## src/rtl/gfc_pkg.sv

```systemverilog
package gfc_pkg;
  localparam int TICK_W = 6;
  localparam logic [1:0] MODE_FREQ = 2'b00;

  typedef enum logic {ST_IDLE = 1'b0, ST_RUN = 1'b1} gfc_state_t;

  function automatic logic [TICK_W-1:0] gate_ticks(input logic [1:0] code);
    case (code)
      2'b00:   gate_ticks = TICK_W'(1);
      2'b01:   gate_ticks = TICK_W'(4);
      2'b10:   gate_ticks = TICK_W'(8);
      default: gate_ticks = TICK_W'(32);
    endcase
  endfunction
endpackage

```

## src/rtl/gfc_sync_edge.sv

```systemverilog
module gfc_sync_edge #(
  parameter int STAGES = 2
) (
  input  logic clk,
  input  logic rst_n,
  input  logic async_in,
  output logic rise
);
  logic [STAGES-1:0] chain_q;
  logic [STAGES-1:0] chain_d;
  logic              prev_q;

  generate
    for (genvar i = 0; i < STAGES; i++) begin : g_stage
      if (i == 0) begin : g_first
        assign chain_d[i] = async_in;
      end else begin : g_rest
        assign chain_d[i] = chain_q[i-1];
      end
    end
  endgenerate

  always_ff @(posedge clk or negedge rst_n) begin
    if (!rst_n) begin
      chain_q <= '0;
      prev_q  <= 1'b0;
    end else begin
      chain_q <= chain_d;
      prev_q  <= chain_q[STAGES-1];
    end
  end

  assign rise = chain_q[STAGES-1] & ~prev_q;
endmodule

```

## src/rtl/gfc_gate_timer.sv

```systemverilog
module gfc_gate_timer
  import gfc_pkg::*;
(
  input  logic       clk,
  input  logic       rst_n,
  input  logic       load,
  input  logic [1:0] code,
  input  logic       tick_en,
  output logic       expire
);
  logic [TICK_W-1:0] limit_q, limit_d;
  logic [TICK_W-1:0] cnt_q, cnt_d;

  always_comb begin
    limit_d = limit_q;
    cnt_d   = cnt_q;
    if (load) begin
      limit_d = gate_ticks(code);
      cnt_d   = '0;
    end else if (tick_en) begin
      cnt_d = cnt_q + TICK_W'(1);
    end
  end

  always_ff @(posedge clk or negedge rst_n) begin
    if (!rst_n) begin
      limit_q <= TICK_W'(1);
      cnt_q   <= '0;
    end else begin
      limit_q <= limit_d;
      cnt_q   <= cnt_d;
    end
  end

  assign expire = tick_en && (cnt_q == (limit_q - TICK_W'(1)));
endmodule

```

## src/rtl/gfc_sat_counter.sv

```systemverilog
module gfc_sat_counter #(
  parameter int W = 24
) (
  input  logic         clk,
  input  logic         rst_n,
  input  logic         clr,
  input  logic         inc,
  output logic [W-1:0] q,
  output logic [W-1:0] d
);
  localparam logic [W-1:0] MAX = {W{1'b1}};

  always_comb begin
    d = q;
    if (clr)                 d = '0;
    else if (inc && q != MAX) d = q + W'(1);
  end

  always_ff @(posedge clk or negedge rst_n) begin
    if (!rst_n) q <= '0;
    else        q <= d;
  end
endmodule

```

## src/rtl/gate_freq_counter.sv

```systemverilog
module gate_freq_counter
  import gfc_pkg::*;
#(
  parameter int CNT_W       = 24,
  parameter int SYNC_STAGES = 2
) (
  input  logic             clk,
  input  logic             rst_n,
  input  logic             cfg_we,
  input  logic [1:0]       cfg_mode,
  input  logic [1:0]       cfg_gate,
  input  logic             start,
  input  logic             sys_halt,
  input  logic             sys_backup,
  input  logic             sys_pll_stop,
  input  logic             sig_in,
  input  logic             ref_tick,
  output logic [CNT_W-1:0] count_out,
  output logic             done
);
  gfc_state_t       state_q, state_d;
  logic [1:0]       mode_q, mode_d;
  logic [1:0]       gate_q, gate_d;
  logic             done_q, done_d;
  logic [CNT_W-1:0] result_q, result_d;
  logic [CNT_W-1:0] cnt_q, cnt_d;
  logic             in_en, running, go, rise, expire, close;

  assign in_en   = ~(sys_halt | sys_backup | sys_pll_stop);
  assign running = (state_q == ST_RUN);
  assign go      = start && in_en && (mode_q == MODE_FREQ);
  assign close   = running && in_en && !start && expire;

  gfc_sync_edge #(.STAGES(SYNC_STAGES)) u_sync (
    .clk      (clk),
    .rst_n    (rst_n),
    .async_in (sig_in & in_en),
    .rise     (rise)
  );

  gfc_gate_timer u_timer (
    .clk     (clk),
    .rst_n   (rst_n),
    .load    (go),
    .code    (gate_q),
    .tick_en (running && ref_tick && !start),
    .expire  (expire)
  );

  gfc_sat_counter #(.W(CNT_W)) u_cnt (
    .clk   (clk),
    .rst_n (rst_n),
    .clr   (start),
    .inc   (running && in_en && rise),
    .q     (cnt_q),
    .d     (cnt_d)
  );

  always_comb begin
    mode_d = mode_q;
    gate_d = gate_q;
    if (cfg_we) begin
      mode_d = cfg_mode;
      gate_d = cfg_gate;
    end
  end

  always_comb begin
    state_d = state_q;
    case (state_q)
      ST_IDLE: if (go) state_d = ST_RUN;
      ST_RUN: begin
        if (!in_en)      state_d = ST_IDLE;
        else if (start)  state_d = go ? ST_RUN : ST_IDLE;
        else if (expire) state_d = ST_IDLE;
      end
      default: state_d = ST_IDLE;
    endcase
  end

  always_comb begin
    done_d   = done_q;
    result_d = result_q;
    if (start) begin
      done_d   = 1'b0;
      result_d = '0;
    end else if (close) begin
      done_d   = 1'b1;
      result_d = cnt_d;
    end
  end

  always_ff @(posedge clk or negedge rst_n) begin
    if (!rst_n) begin
      state_q  <= ST_IDLE;
      mode_q   <= MODE_FREQ;
      gate_q   <= 2'b00;
      done_q   <= 1'b0;
      result_q <= '0;
    end else begin
      state_q  <= state_d;
      mode_q   <= mode_d;
      gate_q   <= gate_d;
      done_q   <= done_d;
      result_q <= result_d;
    end
  end

  assign count_out = result_q;
  assign done      = done_q;
endmodule

```

## config.mk

```make
export PLATFORM = sky130hd
export DESIGN_NAME = gate_freq_counter
export DESIGN_NICKNAME = d
export VERILOG_FILES = /design/src/rtl/gfc_pkg.sv /design/src/rtl/gfc_sync_edge.sv /design/src/rtl/gfc_gate_timer.sv /design/src/rtl/gfc_sat_counter.sv /design/src/rtl/gate_freq_counter.sv
export SDC_FILE = /design/constraint.sdc
export NUM_CORES = 1
export LEC_CHECK = 0
export BUFFER_PORTS_ARGS = -buffer_cell sky130_fd_sc_hd__buf_2
export CAP_MARGIN = 40
export CORE_ASPECT_RATIO = 2
export CORE_MARGIN = 2
export CORE_UTILIZATION = 42
export CTS_CLUSTER_SIZE = 25
export DETAILED_ROUTE_END_ITERATION = 10
export HOLD_SLACK_MARGIN = 0.03
export SYNTH_ARGS = -nofsm -noshare
export SYNTH_HDL_FRONTEND = slang
export SYNTH_HIERARCHICAL = 1
export SYNTH_SLANG_ARGS = --single-unit
```

## constraint.sdc

```tcl
create_clock -name clk -period 5.51 [get_ports clk]
set_clock_uncertainty 0.1 [all_clocks]
set_input_delay 1.102 -clock clk [delete_from_list [all_inputs] [get_ports clk]]
set_output_delay 1.102 -clock clk [all_outputs]
set_load 0.03 [all_outputs]
```

==> flow_summary.ini <==
[timing]
slew_violations = 0
setup_violations = 0
fin_tns_setup_ns = 0
max_slew_margin_pct = 50.55
hold_viol_final = 0
final.min_clock_period_ns = 3.274
rsz0062_at_grt = no
worstMarginPinSlew_ns = 0.7418
fin_hold_ws_ns = 0.2511
max_freq_mhz = 305.4
period_share_pct = 59.42

[power]
p_comb_share_pct = 6.1
power_frac_seq_pct = 46.0
power_density_nw_per_um2 = 306.9
p_sw_share_pct = 21.54
p_sw_w = 0.0002453
total_leakage_power_nw = 1.680
p_clk_share_pct = 47.9
peakVddDrop_uv = 277.3
p_int_w = 0.0008936

[setup_path]
slowest_stage = a2111oi_2
crit_family = simple AND/OR/NAND/NOR gates
cp-start-kind = input port
crit_fanout = 30
cp.required_ns = 5.68
critPathBufInv = 2
slowest_delay_ns = 0.50
crit_chain = buf_2, nor2b_1, and2_1, nand2_1, a2111oi_2, and3_1, buf_8, a22o_1
timing_worst_setup_path_type = input port to register
crit_arrival_ns = 3.44
end_kind = register

[job]
cap_violations = 0

[global_route]
overflow = 0
antenna_found_initial = 0
grtUsageTotal_pct = 18.07
grt_pass1_vias = 2435
grt_pass1_wl_mm = 11.36
grt_max_degree = 60

[cts]
cts_buffers = 9
htreeDepth = 3
clk_latency_ns = 0.33
post_cts_buffers = 0
cts_tree = done
cts.path.max_buffers = 2
holdBufCountCts = 0
cts_resized = 0
root_buffer = clkbuf_16
clkTransAtPathRegs_ns = 0.05
cts_sinks = 67

[floorplan]
fp.dieH_um = 126.9
core_region_area_um2 = 7267
num_rows = 44
die-area_um2 = 8305
io_pins = 38
start_util_pct = 43.65
fp.dieW_um = 65.45

[detailed_routing]
drt_iter0_drc = 133
wl_per_cell_um = 16.34
via_per_inst = 5.484
vias = 2276
antenna_left = 0
routed_wl_mm = 6.780
firstDrtPassIters = 4
drc = 0

[logic_synthesis]
yosysUniqueCellTypes = 52
syn_area_um2 = 3172
async_reset_ff_share_pct = 100.0
ys.flop_type = dfrtp_1
ys_ff_latch = 67
syn_nets = 297
syn_inst = 281
ys_warn_count = 6
synth_edf_count = 0
avgSynthCellArea_um2 = 11.29
ys_seq_area_share_pct = 52.90

[finish]
final_nets = 336
final_common_cell = dfrtp_1
mostFrequentLayoutCells = 66 x dfrtp_1, 37 x buf_2, 29 x nor2_1, 24 x a22o_1, 18 x xnor2_1
layout-drive-gt1-share_pct = 22.91
fillers = 726
antenna_cells = 0
areaGrowthSynthToFinish_pct = 17.00

[placement]
dp_hpwl_mm = 4.819
io_buffers = 37
place_congestion = 0.8370

[hold_path]
hold_class = register to register

[outcome]
status = complete, no violations
[area by class of cell]
type | instances | area [um2] | share of cell area [%]
Inverter | 12 | 45.04 | 1.214
Sequential cell | 67 | 1678 | 45.21
Clock inverter | 3 | 40.04 | 1.079
Timing Repair Buffer | 42 | 237.7 | 6.406
Tap cell | 92 | 115.1 | 3.102
Multi-Input combinational cell | 188 | 1353 | 36.45
Clock buffer | 11 | 242.7 | 6.541
[Yosys cell counts, types with 6 or more instances]
cell	n	area, um2
a21oi_1	8	40.04
nor2_1	29	108.9
clkbuf_1	6	22.52
a211oi_1	6	45.04
nand2_1	12	45.04
o21ai_0	7	35.03
nand3_1	12	60.06
a22o_1	24	210.2
xnor2_1	18	157.7
inv_1	12	45.04
xor2_1	8	70.07
nand4_1	8	50.05
dfrtp_1	66	1652
[per-layer routing]
layer  routed length (um)  track usage [%]
met1                 2605            19.52
met2                 3844            31.75
met3                  186            4.787
met4                  144            8.824
met5                    0                0
[per-stage QoR]
step | power, W | instances | setup slack (ns) | cell area (um2) | utilization (%)
6_report | 0.001139 | 415 | 2.236 | 3711 | 51.07
4_1_cts | 0.001152 | 415 | 2.193 | 3711 | 51.07
2_1_floorplan | 0.0005765 | 281 | 2.368 | 3172 | -
3_5_place_dp | 0.0006033 | 401 | 1.843 | 3428 | 47.18
3_3_place_gp | 0.0006016 | 398 | 1.545 | 3391 | 46.66
5_1_grt | 0.001185 | 415 | 1.996 | 3711 | 51.07
[sequential cells by signal (all words and copies together) (netlist names)]
name and cells:
u_cnt/q 24, u_sync/chain_q 2, u_timer/limit_q 4, done 1, running 1, mode_q 2
gate_q 2, count_out 24, u_timer/cnt_q 6, u_sync/prev_q 1
[path summary, 6_finish.rpt]
kind	start	endpoint	slack (ns)	cells after the start
setup / recovery	start	count_out[10]	2.24	8
hold / removal	u_sync/chain_q[0]	u_sync/chain_q[1]	0.25	0
setup reg to reg	u_timer/limit_q[0]	count_out[10]	2.87	8
hold reg to reg	u_sync/chain_q[0]	u_sync/chain_q[1]	0.25	0
max in group asynchronous	rst_n	gate_q[1]	3.81	2
min in group asynchronous	rst_n	count_out[15]	0.51	1
[power by group through the flow]
| stage | combinational [W] | clock (W) | sequential, W |
|---|---|---|---|
| 6_report | 0.0000690 | 0.000546 | 0.000524 |
| 5_1_grt | 0.0000795 | 0.000579 | 0.000527 |
| 4_1_cts | 0.0000707 | 0.000557 | 0.000524 |
| 3_5_place_dp | 0.0000705 | 0 | 0.000533 |
| 3_3_place_gp | 0.0000693 | 0 | 0.000532 |
| 2_1_floorplan | 0.0000478 | 0 | 0.000529 |
[cell families (layout without fill, tap and decap cells)]
| kind of cell | count (synthesis) | in the layout | share of synthesized area, % |
|---|---|---|---|
| multiplexers | 5 | 5 | 1.736 |
| flip-flops | 67 | 67 | 52.90 |
| AND/OR/NAND/NOR | 95 | 95 | 17.59 |
| AO/OA/AOI/OAI | 59 | 59 | 14.95 |
| adder cells (fa/ha/maj) | 3 | 3 | 1.184 |
| XOR/XNOR | 26 | 26 | 7.180 |
| buffers and inverters | 26 | 68 | 4.457 |
(Power assumes the default switching activity.)
